$ cat src/rtl/cdt_pkg.sv
package cdt_pkg;
  localparam int unsigned PRE_W = 7;   // widest prescale exponent is 7
  localparam int unsigned CODE_W = 3;

  typedef enum logic [1:0] {
    REG_DIV  = 2'd0,
    REG_INIT = 2'd1,
    REG_CUR  = 2'd2,
    REG_NONE = 2'd3
  } reg_sel_e;

  // Terminal value of the prescale counter (ratio - 1) for a divide code.
  function automatic logic [PRE_W-1:0] div_limit(input logic [CODE_W-1:0] code);
    logic [CODE_W-1:0] expo;
    logic [CODE_W-1:0] sh;
    expo = code + 3'd1;
    sh   = 3'(PRE_W) - expo;
    return {PRE_W{1'b1}} >> sh;
  endfunction
endpackage

$ cat src/rtl/cdt_cfg_reg.sv
module cdt_cfg_reg
  import cdt_pkg::*;
#(
  parameter int unsigned DATA_W = 32
) (
  input  logic                clk,
  input  logic                rst,
  input  logic                we,
  input  logic [DATA_W-1:0]   wdata,
  output logic [CODE_W-1:0]   code,
  output logic [DATA_W-1:0]   rb_val,
  output logic [PRE_W-1:0]    limit
);
  always_ff @(posedge clk) begin
    if (rst) begin
      code <= '0;
    end else if (we) begin
      code <= {wdata[3], wdata[1:0]};
    end
  end

  always_comb begin
    rb_val    = '0;
    rb_val[3] = code[2];
    rb_val[1] = code[1];
    rb_val[0] = code[0];
    limit     = div_limit(code);
  end
endmodule

$ cat src/rtl/cdt_prescaler.sv
module cdt_prescaler
  import cdt_pkg::*;
(
  input  logic             clk,
  input  logic             rst,
  input  logic             restart,
  input  logic             run,
  input  logic [PRE_W-1:0] cfg_limit,
  output logic             tick
);
  logic [PRE_W-1:0] pcnt;
  logic [PRE_W-1:0] act_lim;
  logic             wrap;

  assign wrap = (pcnt == act_lim);
  assign tick = run && !restart && wrap;

  always_ff @(posedge clk) begin
    if (rst) begin
      pcnt    <= '0;
      act_lim <= '0;
    end else if (restart) begin
      pcnt    <= '0;
      act_lim <= cfg_limit;
    end else if (run) begin
      if (wrap) begin
        pcnt    <= '0;
        act_lim <= cfg_limit;  // new ratio takes effect per wrap
      end else begin
        pcnt <= pcnt + 1'b1;
      end
    end else begin
      pcnt <= '0;
    end
  end
endmodule

$ cat src/rtl/cdt_counter.sv
module cdt_counter #(
  parameter int unsigned CNT_W = 32
) (
  input  logic             clk,
  input  logic             rst,
  input  logic             load,
  input  logic [CNT_W-1:0] load_val,
  input  logic             tick,
  output logic [CNT_W-1:0] cnt,
  output logic             running,
  output logic             expire
);
  localparam logic [CNT_W-1:0] ONE = CNT_W'(1);

  assign running = (cnt != '0);

  always_ff @(posedge clk) begin
    if (rst) begin
      cnt    <= '0;
      expire <= 1'b0;
    end else begin
      expire <= 1'b0;
      if (load) begin
        cnt <= load_val;
      end else if (tick && running) begin
        cnt <= cnt - ONE;
        if (cnt == ONE) expire <= 1'b1;
      end
    end
  end
endmodule

$ cat src/rtl/cdt_timer.sv
module cdt_timer
  import cdt_pkg::*;
#(
  parameter int unsigned CNT_W = 32
) (
  input  logic             clk,
  input  logic             rst,
  input  logic             wr_en,
  input  logic [1:0]       wr_addr,
  input  logic [CNT_W-1:0] wr_data,
  input  logic [1:0]       rd_addr,
  output logic [CNT_W-1:0] rd_data,
  output logic             expire
);
  logic              we_div;
  logic              we_init;
  logic [CODE_W-1:0] code;
  logic [CNT_W-1:0]  div_rb;
  logic [PRE_W-1:0]  limit;
  logic              tick;
  logic              running;
  logic [CNT_W-1:0]  cnt_q;
  logic [CNT_W-1:0]  init_q;

  assign we_div  = wr_en && (wr_addr == REG_DIV);
  assign we_init = wr_en && (wr_addr == REG_INIT);

  cdt_cfg_reg #(.DATA_W(CNT_W)) u_cfg (
    .clk    (clk),
    .rst    (rst),
    .we     (we_div),
    .wdata  (wr_data),
    .code   (code),
    .rb_val (div_rb),
    .limit  (limit)
  );

  cdt_prescaler u_pre (
    .clk       (clk),
    .rst       (rst),
    .restart   (we_init),
    .run       (running),
    .cfg_limit (limit),
    .tick      (tick)
  );

  cdt_counter #(.CNT_W(CNT_W)) u_cnt (
    .clk      (clk),
    .rst      (rst),
    .load     (we_init),
    .load_val (wr_data),
    .tick     (tick),
    .cnt      (cnt_q),
    .running  (running),
    .expire   (expire)
  );

  always_ff @(posedge clk) begin
    if (rst) begin
      init_q <= '0;
    end else if (we_init) begin
      init_q <= wr_data;
    end
  end

  always_ff @(posedge clk) begin
    if (rst) begin
      rd_data <= '0;
    end else begin
      case (rd_addr)
        REG_DIV:  rd_data <= div_rb;
        REG_INIT: rd_data <= init_q;
        REG_CUR:  rd_data <= cnt_q;
        default:  rd_data <= '0;
      endcase
    end
  end
endmodule

$ cat config.mk
export PLATFORM = sky130hd
export DESIGN_NAME = cdt_timer
export DESIGN_NICKNAME = d
export VERILOG_FILES = /design/src/rtl/cdt_pkg.sv /design/src/rtl/cdt_cfg_reg.sv /design/src/rtl/cdt_prescaler.sv /design/src/rtl/cdt_counter.sv /design/src/rtl/cdt_timer.sv
export SDC_FILE = /design/constraint.sdc
export NUM_CORES = 1
export LEC_CHECK = 0
export ABC_AREA = 1
export BUFFER_PORTS_ARGS = -buffer_cell sky130_fd_sc_hd__buf_2
export CAP_MARGIN = 25
export CORE_UTILIZATION = 54
export DETAILED_ROUTE_END_ITERATION = 10
export PLACE_DENSITY = 0.77
export SLEW_MARGIN = 20
export SYNTH_ARGS = -nofsm -noshare
export SYNTH_HDL_FRONTEND = slang
export SYNTH_HIERARCHICAL = 1
export SYNTH_SLANG_ARGS = --single-unit
$ cat constraint.sdc
create_clock -name clk -period 2.4 [get_ports clk]
set_input_delay 0.36 -clock clk [delete_from_list [all_inputs] [get_ports clk]]
set_output_delay 0.36 -clock clk [all_outputs]
set_load 0.01 [all_outputs]
==> impl_metrics.py, run 1 <==
metrics = {
    "synthesis": {
        "async_flop_share_pct": 0,
        "synth_seq_cells": 114,
        "yosysSeqAreaShare_pct": 34.20,
        "synth_edf_count": 0,
        "synth_flop_cell": "dfxtp_1",
        "synth_area_um2": 6673,
        "yosysTopAreaCellShare_pct": 34.20,
        "yosys-top-cells-count": "nand2_1 (327), nor2_1 (178), nand3_1 (154)",
        "yosysMostFrequentCell": "nand2_1",
        "synthesis.instances": 1079,
        "synth_area_leader_cell": "dfxtp_1",
        "syn_area_per_cell_um2": 6.184,
        "yosysWarnings": 6,
        "synth.distinct_cells": 35,
        "yosys-top-cells-area": "dfxtp_1 (34%), nand2_1 (18%), nand3_1 (12%)",
    },
    "power_and_ir_drop": {
        "leakagePower_nw": 4.178,
        "finalPower_mw": 9.863,
        "p_sw_mw": 4.532,
        "power.share.switching_pct": 45.95,
        "p_int_mw": 5.331,
        "power_density_nw_per_um2": 1302,
        "peakVddDrop_mv": 0.7670,
        "clkPwrFrac_pct": 22.5,
        "pwr-share-seq_pct": 26.0,
        "p_comb_share_pct": 51.6,
    },
    "routing": {
        "remaining_drc_errors": 0,
        "drt_iter0_drc": 472,
        "drt-vias-per-instance": 4.973,
        "wirelength_um": 16920,
        "detail-route-antenna-nets": 0,
        "vias": 6515,
        "drtPass1Iterations": 6,
        "wire_per_inst_um": 12.92,
    },
    "worst_setup_path": {
        "reg2regPathDepth": 16,
        "end_kind": "flip-flop",
        "crit_type": "flip-flop to flip-flop",
        "worstPathArrival_ns": 2.55,
        "critPathRequiredTime_ns": 2.76,
        "cp_slowest_cell": "dfxtp_1",
        "cp.depth": 16,
        "max_stage_delay_ns": 0.37,
        "cp-start-kind": "flip-flop",
        "worstPathCellList": "inv_1, ha_1, nand2_1, nor2_1, nand2_1, inv_1, nand4_1, nand3_2, nor2_2, inv_1, nor3_2, buf_4, nand2_1, nand3_1, nand2_1, inv_1",
        "r2r_setup_slack_ns": 0.21,
        "crit_family": "simple AND/OR/NAND/NOR gates",
        "worstReg2RegStart": "u_cnt/cnt[0]",
        "r2r-end": "u_cnt/cnt[20]",
        "cp_max_fo": 7,
        "path_buf_inv": 5,
    },
    "finish": {
        "nets": 1197,
        "final_area_um2": 7577,
        "area_delta_synth_final_pct": 13.56,
        "drive_gt1_share_pct": 14.10,
        "num_antenna_cells": 0,
    },
    "sta": {
        "fin_worst_skew_ns": 0.01187,
        "hold_viol_final": 0,
        "final.setup.tns_ns": 0,
        "rsz0062_at_grt": "no",
        "period_needed_ns": 2.189,
        "fmax_mhz": 456.8,
        "worst_pin_slew_ns": 0.6495,
        "setup_viol": 0,
        "max-slew-margin-rel_pct": 56.70,
        "slew_viol_final": 0,
        "finalCritPeriodShare_pct": 91.21,
    },
    "status": {
        "outcome": "finished clean",
    },
    "clocking": {
        "clk_pin_slew_worst_paths_ns": 0.05,
        "cts.sinks": 114,
        "ctsHtreeMaxLevel": 4,
        "ctsHoldBuffers": 0,
        "clockBufferDepth": 2,
        "cts_made_buffers": 17,
        "postCtsSetupRepairBufs": 0,
        "cts_tree": "yes",
        "clock_latency_ns": 0.42,
        "cts-root-buf": "clkbuf_16",
    },
    "hold_path": {
        "hp-start": "wr_data[5]",
        "hold_path_end": "init_q[5]",
        "worst_hold_path_type": "input port to flip-flop",
        "hold_depth": 3,
    },
    "placement": {
        "placed_area_um2": 7046,
        "dp_hpwl_um": 12280,
        "gp_congestion": 0.9644,
        "port_buffers": 71,
    },
    "global_route": {
        "grt.overflow.total": 0,
        "antenna_found_initial": 0,
        "grt_max_degree": 65,
        "grt_use_total_pct": 27.97,
        "grt_first_pass_wirelength_um": 28320,
        "grt_pass1_vias": 6021,
    },
    "die": {
        "start_util_pct": 55.55,
        "die_x_um": 113.2,
        "fp-row-count": 40,
        "io_pins": 72,
        "coreArea_um2": 12010,
        "dieArea_um2": 12810,
        "die_h_um": 113.2,
    },
    "job": {
        "maxCapViolCount": 0,
    },
}
how the worst max path moves through the flow:
stage                      start            end  slack, ns
floorplan           u_cnt/cnt[0]  u_cnt/cnt[18]       0.05
global placement    u_cnt/cnt[0]  u_cnt/cnt[21]       0.16
detailed placement  u_cnt/cnt[0]  u_cnt/cnt[31]       0.02
CTS                 u_cnt/cnt[0]  u_cnt/cnt[31]        0.1
global route        u_cnt/cnt[0]  u_cnt/cnt[29]       0.03
finish              u_cnt/cnt[0]  u_cnt/cnt[20]       0.21
layer usage:
| layer | track usage (%) | vias to the layer above | wire (µm) |
|---|---|---|---|
| met2 | 45.97 | 194 | 7631 |
| met4 | 10.35 | 0 | 251 |
| met5 | 0 | - | 0 |
| met1 | 36.03 | 2901 | 8069 |
| met3 | 5.999 | 22 | 971 |
| li1 | - | 3398 | - |
logic make-up after synthesis:
kind of cell	after synthesis	share of synthesized area [%]
other	1	0.05620
DFF	114	34.20
buffers and inverters	212	15.38
adders and majority gates	6	1.125
AOI/OAI and AO/OA	41	3.882
and+or+nand+nor	691	43.52
xor gates and xnor gates	14	1.838
worst register-to-register path, stage by stage, from the launching register on:
cell     delay (ns)
dfxtp_1        0.37
inv_1          0.09
ha_1           0.21
nand2_1        0.10
nor2_1         0.08
nand2_1        0.10
inv_1          0.06
nand4_1        0.12
nand3_2        0.10
nor2_2         0.16
inv_1          0.12
nor3_2         0.18
buf_4          0.18
nand2_1        0.08
nand3_1        0.07
nand2_1        0.06
inv_1          0.06
stage by stage:
stage	worst slack, ns	instances	hold slack, ns	util, %
2_1_floorplan	0.04790	1107	0.4291	-
3_3_place_gp	0.1574	1280	0.4642	58.66
3_5_place_dp	0.02254	1280	0.4876	58.66
4_1_cts	0.09678	1310	0.1708	62.96
5_1_grt	0.02773	1310	0.1800	63.08
6_report	0.2109	1310	0.1813	63.08
placed cells by master (no fill, tap or decap), types with 4 or more instances in the layout:
cell and count:
a21oi_1 15, o21ai_0 13, nand3_1 153, xor2_1 8, ha_1 6, inv_1 131
nand2_1 326, clkinv_2 6, nand3_2 4, a21oi_2 9, clkbuf_1 4, conb_1 29
nand4_1 6, nor2_2 5, buf_2 71, clkbuf_16 17, nor2_1 176, xnor2_1 6
buf_4 31, nor3_1 4, dfxtp_1 114
layout make-up:
cell class	instances	area, µm²
Clock buffer	24	481.7
Clock inverter	6	32.53
Fill cell	1168	4434
Inverter	136	511.7
Multi-Input combinational cell	781	3497
Sequential cell	114	2282
Tap cell	147	183.9
Timing Repair Buffer	102	588.1
flip-flops by register name, indices dropped and copies added, names as in the netlist:
register and flops:
init_q 32, rd_data 32, u_cfg/code 3, u_cnt/cnt 32
u_cnt/expire 1, u_pre/act_lim 7, u_pre/pcnt 7
power by group through the flow:
stage	combinational [mW]	sequential [mW]	clock, mW
final	5.08	2.56	2.22
after global placement	4.93	2.58	0
after detailed placement	4.93	2.59	0
after global routing	5.68	2.61	2.33
after floorplan	3.70	2.53	0
after CTS	4.97	2.56	2.25
timing repair:
item | CTS | global route
pin swaps | 0 | 0
setup endpoints to repair | 2 | 12
gates resized for setup | 1 | 4
hold endpoints to repair | 0 | 0
Power figures use the tool's default switching activity.
==> run 2, diff against run 1 <==
Settings changed: PLACE_DENSITY 0.77 to 0.75.
Clock period 2.4 ns to 1.86 ns, I/O delays scaled along.
==> impl_metrics.py, run 2 (synthesis results as in run 1) <==
metrics = {
    "status": {
        "outcome": "finished, violations left",
        "violations": "negative setup slack",
    },
    "power_and_ir_drop": {
        "finalPower_mw": 15.09,
        "power_density_nw_per_um2": 1822,
        "peakVddDrop_mv": 0.9671,
        "leakagePower_nw": 4.541,
    },
    "clocking": {
        "ctsHtreeMaxLevel": 4,
        "ctsHoldBuffers": 0,
        "clockBufferDepth": 2,
        "cts-root-buf": "clkbuf_16",
        "clock_latency_ns": 0.41,
        "cts.sinks": 114,
        "cts_tree": "yes",
        "clk_pin_slew_worst_paths_ns": 0.05,
        "cts_made_buffers": 17,
    },
    "die": {
        "die_h_um": 113.2,
        "io_pins": 72,
        "fp-row-count": 40,
        "dieArea_um2": 12810,
        "die_x_um": 113.2,
        "coreArea_um2": 12010,
        "start_util_pct": 55.55,
    },
    "placement": {
        "dp_hpwl_um": 12830,
        "place_inst": 1323,
        "post-place-ws_ns": -0.03806,
        "placed_area_um2": 7466,
        "gp_congestion": 0.9361,
        "port_buffers": 71,
    },
    "worst_setup_path": {
        "crit_type": "flip-flop to flip-flop",
        "startpoint": "u_cnt/cnt[1]",
        "cp_max_fo": 3,
        "worstReg2RegStart": "u_cnt/cnt[1]",
        "cp-start-kind": "flip-flop",
        "critPathRequiredTime_ns": 2.17,
        "r2r_setup_slack_ns": -0.04,
        "reg2regPathDepth": 17,
        "r2r-end": "u_cnt/cnt[29]",
        "worstPathArrival_ns": 2.21,
        "end_kind": "flip-flop",
    },
    "routing": {
        "wl_met3_um": 806,
        "wirelength_um": 18210,
        "drtPass1Iterations": 5,
        "drt_iter0_drc": 606,
        "met2_length_um": 8970,
        "vias": 6794,
        "drt-vias-per-instance": 4.996,
        "wire_per_inst_um": 13.39,
        "detail-route-antenna-nets": 0,
        "remaining_drc_errors": 0,
        "top_layer": "met4",
        "wl_met1_um": 8085,
    },
    "finish": {
        "fill_cells": 1053,
        "nets": 1246,
        "area_delta_synth_final_pct": 24.15,
        "num_antenna_cells": 0,
        "layout.cells.most_common": "nand2_1",
        "drive_gt1_share_pct": 22.51,
        "final_util_pct": 68.97,
        "layout_common_cells": "nand2_1 (308), nor2_1 (153), nand3_1 (148)",
        "largest_registers": "init_q: 32 flops, rd_data: 32 flops, u_cnt/cnt: 32 flops",
        "finalNonFillerCells": 1360,
        "final_area_um2": 8284,
    },
    "global_route": {
        "grt_pass1_vias": 6150,
        "grt_max_degree": 65,
        "antenna_found_initial": 0,
        "grt_use_total_pct": 29.07,
        "grt.overflow.total": 0,
        "grt_first_pass_wirelength_um": 29440,
    },
    "sta": {
        "period_needed_ns": 1.899,
        "final.setup.tns_ns": -0.2888,
        "rsz0062_at_grt": "yes",
        "worst_pin_slew_ns": 0.6356,
        "fmax_mhz": 526.6,
        "setup_viol": 23,
        "fin_hold_ws_ns": 0.1128,
        "max-slew-margin-rel_pct": 57.63,
        "hold_viol_final": 0,
        "slew_viol_final": 0,
        "finalCritPeriodShare_pct": 102.1,
        "fin_ws_ns": -0.03880,
        "fin_worst_skew_ns": 0.005235,
    },
    "hold_path": {
        "hold_depth": 3,
        "hp-start": "wr_data[15]",
        "hold_path_end": "init_q[15]",
        "worst_hold_path_type": "input port to flip-flop",
    },
    "job": {
        "maxCapViolCount": 0,
    },
}
-- run 2: cell types whose count changed in the layout (fill, tap and decap cells not counted), moves of 3 or more --
cell,change
nor2_2,+17
buf_4,+44
nand3_1,-5
inv_1,-4
nor2_4,+6
nand3_2,+5
bufinv_16,+4
nor2_1,-23
clkbuf_1,-3
nand2_1,-18
nand2_2,+17
buf_6,+4
-- run 2: per-layer routing --
metal / track usage [%] / vias to the layer above
li1: - / 3496
met1: 36.28 / 3101
met2: 50.39 / 169
met3: 5.196 / 28
met4: 10.00 / 0
met5: 0 / -
-- run 2: where the power goes --
group / internal, mW / total (mW) / switching (mW) / leakage (nW)
Combinational: 3.31 / 8.53 / 5.22 / 3.31
Sequential: 2.86 / 3.15 / 0.286 / 0.932
Clock: 2.29 / 3.42 / 1.13 / 0.301
Total: 8.46 / 15.1 / 6.63 / 4.54
-- run 2: critical path: stages (launching register included) --
cell	delay (ns)
dfxtp_2	0.36
inv_4	0.05
ha_4	0.16
nand2_4	0.08
nor2_4	0.04
nand2_2	0.07
inv_2	0.04
nand4_1	0.11
nand3_2	0.13
nor2_4	0.19
inv_4	0.06
nor2_4	0.11
buf_4	0.12
nand2_1	0.05
nand2_1	0.06
nand3_1	0.07
nand2_1	0.07
inv_1	0.03
-- run 2: how the worst max path moves through the flow --
stage	to	slack, ns	cells past startpoint
after global routing	u_cnt/cnt[23]	-0.15	15
final	u_cnt/cnt[29]	-0.04	17
after detailed placement	u_cnt/cnt[18]	-0.04	15
after CTS	u_cnt/cnt[29]	0.005	17
after floorplan	u_cnt/cnt[1]	-0.11	16
after global placement	u_cnt/cnt[27]	0.05	11
-- run 2: layout make-up --
cell class                      instances  area, µm²  area share [%]
Clock buffer                           20      456.7           5.513
Clock inverter                         11      160.2           1.933
Inverter                              136      528.0           6.374
Multi-Input combinational cell        781       3692           44.57
Sequential cell                       114       2285           27.58
Tap cell                              147      183.9           2.220
Timing Repair Buffer                  151      978.4           11.81
-- run 2: timing repair --
action	in CTS	in global routing
endpoints found under the setup margin	14	40
buffers inserted	2	6
resized for setup	4	44
pin swaps	3	8
==> run 3, diff against run 2 <==
Settings changed: ABC_AREA 1 to not set, CORE_UTILIZATION 54 to 53, REMOVE_ABC_BUFFERS set to 1.
==> impl_metrics.py, run 3 <==
metrics = {
    "synthesis": {
        "yosys-top-cells-count": "dfxtp_1 (114), nand2b_1 (82), mux2i_1 (77)",
        "yosys-top-cells-area": "dfxtp_1 (38%), mux2i_1 (13%), nand2b_1 (8.6%)",
        "yosysMostFrequentCell": "dfxtp_1",
        "syn_area_per_cell_um2": 9.450,
        "synth_xor_area_share_pct": 2.340,
        "synth-simple-area-share_pct": 21.91,
        "yosys.area_share.adder_pct": 1.265,
        "synth_edf_count": 0,
        "async_flop_share_pct": 0,
        "synth-compound-area-share_pct": 14.32,
        "synth_area_leader_cell": "dfxtp_1",
        "synth_area_um2": 5934,
        "synth_flop_cell": "dfxtp_1",
        "synth.distinct_cells": 67,
        "synthesis.instances": 628,
        "synth_top_family_by_area": "simple AND/OR/NAND/NOR gates",
        "synthMuxAreaShare_pct": 12.99,
        "synth_seq_cells": 114,
        "yosysSeqAreaShare_pct": 38.46,
        "yosysWarnings": 6,
        "yosysTopAreaCellShare_pct": 38.46,
    },
    "finish": {
        "layout_common_cells": "dfxtp_1 (110), buf_4 (93), nand2b_1 (81)",
        "num_antenna_cells": 0,
        "final_area_um2": 8120,
        "layout.cells.most_common": "dfxtp_1",
        "nets": 836,
        "fill_cells": 694,
        "drive_gt1_share_pct": 37.44,
        "largest_registers": "init_q: 32 flops, rd_data: 32 flops, u_cnt/cnt: 32 flops",
        "final_util_pct": 74.58,
        "area_delta_synth_final_pct": 36.83,
    },
    "job": {
        "maxCapViolCount": 0,
    },
    "global_route": {
        "grt_pass1_vias": 5242,
        "antenna_found_initial": 0,
        "grt_max_degree": 62,
        "grt_first_pass_wirelength_um": 25180,
        "grt_use_total_pct": 27.98,
        "grt.overflow.total": 0,
    },
    "sta": {
        "worst_pin_slew_ns": 0.5246,
        "setup_viol": 47,
        "fmax_mhz": 422.1,
        "finalCritPeriodShare_pct": 127.4,
        "period_needed_ns": 2.369,
        "slew_viol_final": 0,
        "max-slew-margin-rel_pct": 64.70,
        "fin_worst_skew_ns": 0.007199,
        "fin_ws_ns": -0.5092,
        "rsz0062_at_grt": "yes",
        "hold_viol_final": 0,
    },
    "hold_path": {
        "worst_hold_path_type": "input port to flip-flop",
    },
    "worst_setup_path": {
        "r2r-end": "u_cnt/cnt[30]",
        "crit_type": "flip-flop to flip-flop",
        "critPathRequiredTime_ns": 2.28,
        "reg2regPathDepth": 8,
        "worstPathArrival_ns": 2.79,
        "r2r_setup_slack_ns": -0.51,
        "cp_max_fo": 7,
        "startpoint": "u_pre/act_lim[6]",
        "cp-start-kind": "flip-flop",
        "crit_path_end": "u_cnt/cnt[30]",
        "end_kind": "flip-flop",
        "worstReg2RegStart": "u_pre/act_lim[6]",
    },
    "routing": {
        "drt-vias-per-instance": 5.788,
        "drtPass1Iterations": 5,
        "detail-route-antenna-nets": 0,
        "wire_per_inst_um": 18.35,
        "vias": 5464,
        "drt_iter0_drc": 328,
        "remaining_drc_errors": 0,
        "wirelength_um": 17320,
    },
    "placement": {
        "post-place-ws_ns": -0.5626,
        "port_buffers": 71,
        "placed_area_um2": 6842,
        "gp_congestion": 0.9254,
        "dp_hpwl_um": 10280,
    },
    "clocking": {
        "clockBufferDepth": 2,
        "ctsHtreeMaxLevel": 4,
        "cts_made_buffers": 17,
        "cts-root-buf": "clkbuf_8",
        "cts.sinks": 114,
        "clk_pin_slew_worst_paths_ns": 0.06,
        "clock_latency_ns": 0.53,
        "cts_tree": "yes",
    },
    "status": {
        "outcome": "finished, violations left",
        "violations": "negative setup slack",
    },
    "die": {
        "coreArea_um2": 10890,
        "fp-row-count": 38,
        "start_util_pct": 54.50,
        "dieArea_um2": 11620,
        "die_x_um": 107.8,
        "io_pins": 72,
        "die_h_um": 107.8,
    },
    "power_and_ir_drop": {
        "peakVddDrop_mv": 1.160,
        "power_density_nw_per_um2": 1728,
        "leakagePower_nw": 3.414,
    },
}
==> run 3: cell types whose count changed after synthesis, moves of 10 or more <==
cell      before  now
nand2_1      327   18
nand3_1      154   14
nor2_1       178   48
inv_1        131   14
nand2b_1       0   82
mux2i_1        0   77
o22ai_1        0   33
a311oi_1       0   19
a21oi_1       15    3
buf_4         46   36
==> run 3: worst max-delay path: stages (launching register included) <==
cell and delay, ns:
dfxtp_2 0.33, xor2_2 0.19, nor4_4 0.33, nand3_2 0.14, nor2_4 0.14, buf_6 0.15, nand3_4 0.09, or4_1 0.53
a311oi_1 0.35
==> run 3: per-stage QoR <==
| step | setup TNS, ns | hold WS (ns) | power (mW) | instances |
|---|---|---|---|---|
| 2_1_floorplan | -102.17 | 0.3484 | 5.888 | 585 |
| 3_3_place_gp | -7.989 | 0.4688 | 8.232 | 888 |
| 3_5_place_dp | -14.19 | 0.4799 | 8.392 | 888 |
| 4_1_cts | -8.393 | 0.007165 | 12.60 | 935 |
| 5_1_grt | -15.59 | 0.01300 | 14.59 | 944 |
| 6_report | -12.28 | 0.02362 | 14.03 | 944 |
==> run 3: cell type report <==
type                    count  area (µm²)  share of cell area (%)
well taps                 140       175.2                   2.157
clock inverters            10       130.1                   1.602
multi-input cells         456        3657                   45.04
inverters                  15       56.30                  0.6934
clock buffers              22       473.0                   5.824
flip-flops and latches    114        2287                   28.17
repair buffers            187        1341                   16.52
==> run 3: per-layer routing <==
| layer | track usage (%) | vias to the layer above | part of all wire [%] |
|---|---|---|---|
| met4 | 10.08 | 0 | 2.7 |
| met5 | 0 | - | 0 |
| li1 | - | 2540 | - |
| met2 | 48.49 | 241 | 50 |
| met1 | 33.83 | 2626 | 41 |
| met3 | 6.053 | 57 | 6.0 |
==> run 3: worst min-delay path by stage <==
stage / start / to / slack [ns] / depth (start not counted)
floorplan: rst / u_cnt/cnt[17] / 0.35 / 1
global placement: init_q[2] / init_q[2] / 0.47 / 2
detailed placement: init_q[3] / init_q[3] / 0.48 / 2
CTS: wr_data[2] / init_q[2] / 0.007 / 3
global route: wr_data[2] / init_q[2] / 0.01 / 3
finish: wr_data[30] / init_q[30] / 0.02 / 3
==> run 3: what timing repair did <==
item | CTS | global route
resized for setup | 45 | 61
buffers inserted | 16 | 9
setup endpoints to repair | 47 | 47
pin swaps | 33 | 20
hold buffers | 0 | 0
cloned | 0 | 1
==> run 3: cells by family (layout without fill, tap and decap cells) <==
logic type      Yosys count  after routing
fa+ha+maj                 6              6
xor+xnor                 15             15
simple gates            220            220
flops                   114            114
compound gates          109            109
buf+inv                  86            234
mux                      77             77
other cells               1             29
==> run 3: power by group <==
group          switching (mW)  total (mW)  internal [mW]
clock                    1.15        3.32           2.17
sequential              0.244        3.03           2.79
combinational            4.04        7.68           3.64
total                    5.43        14.0           8.60
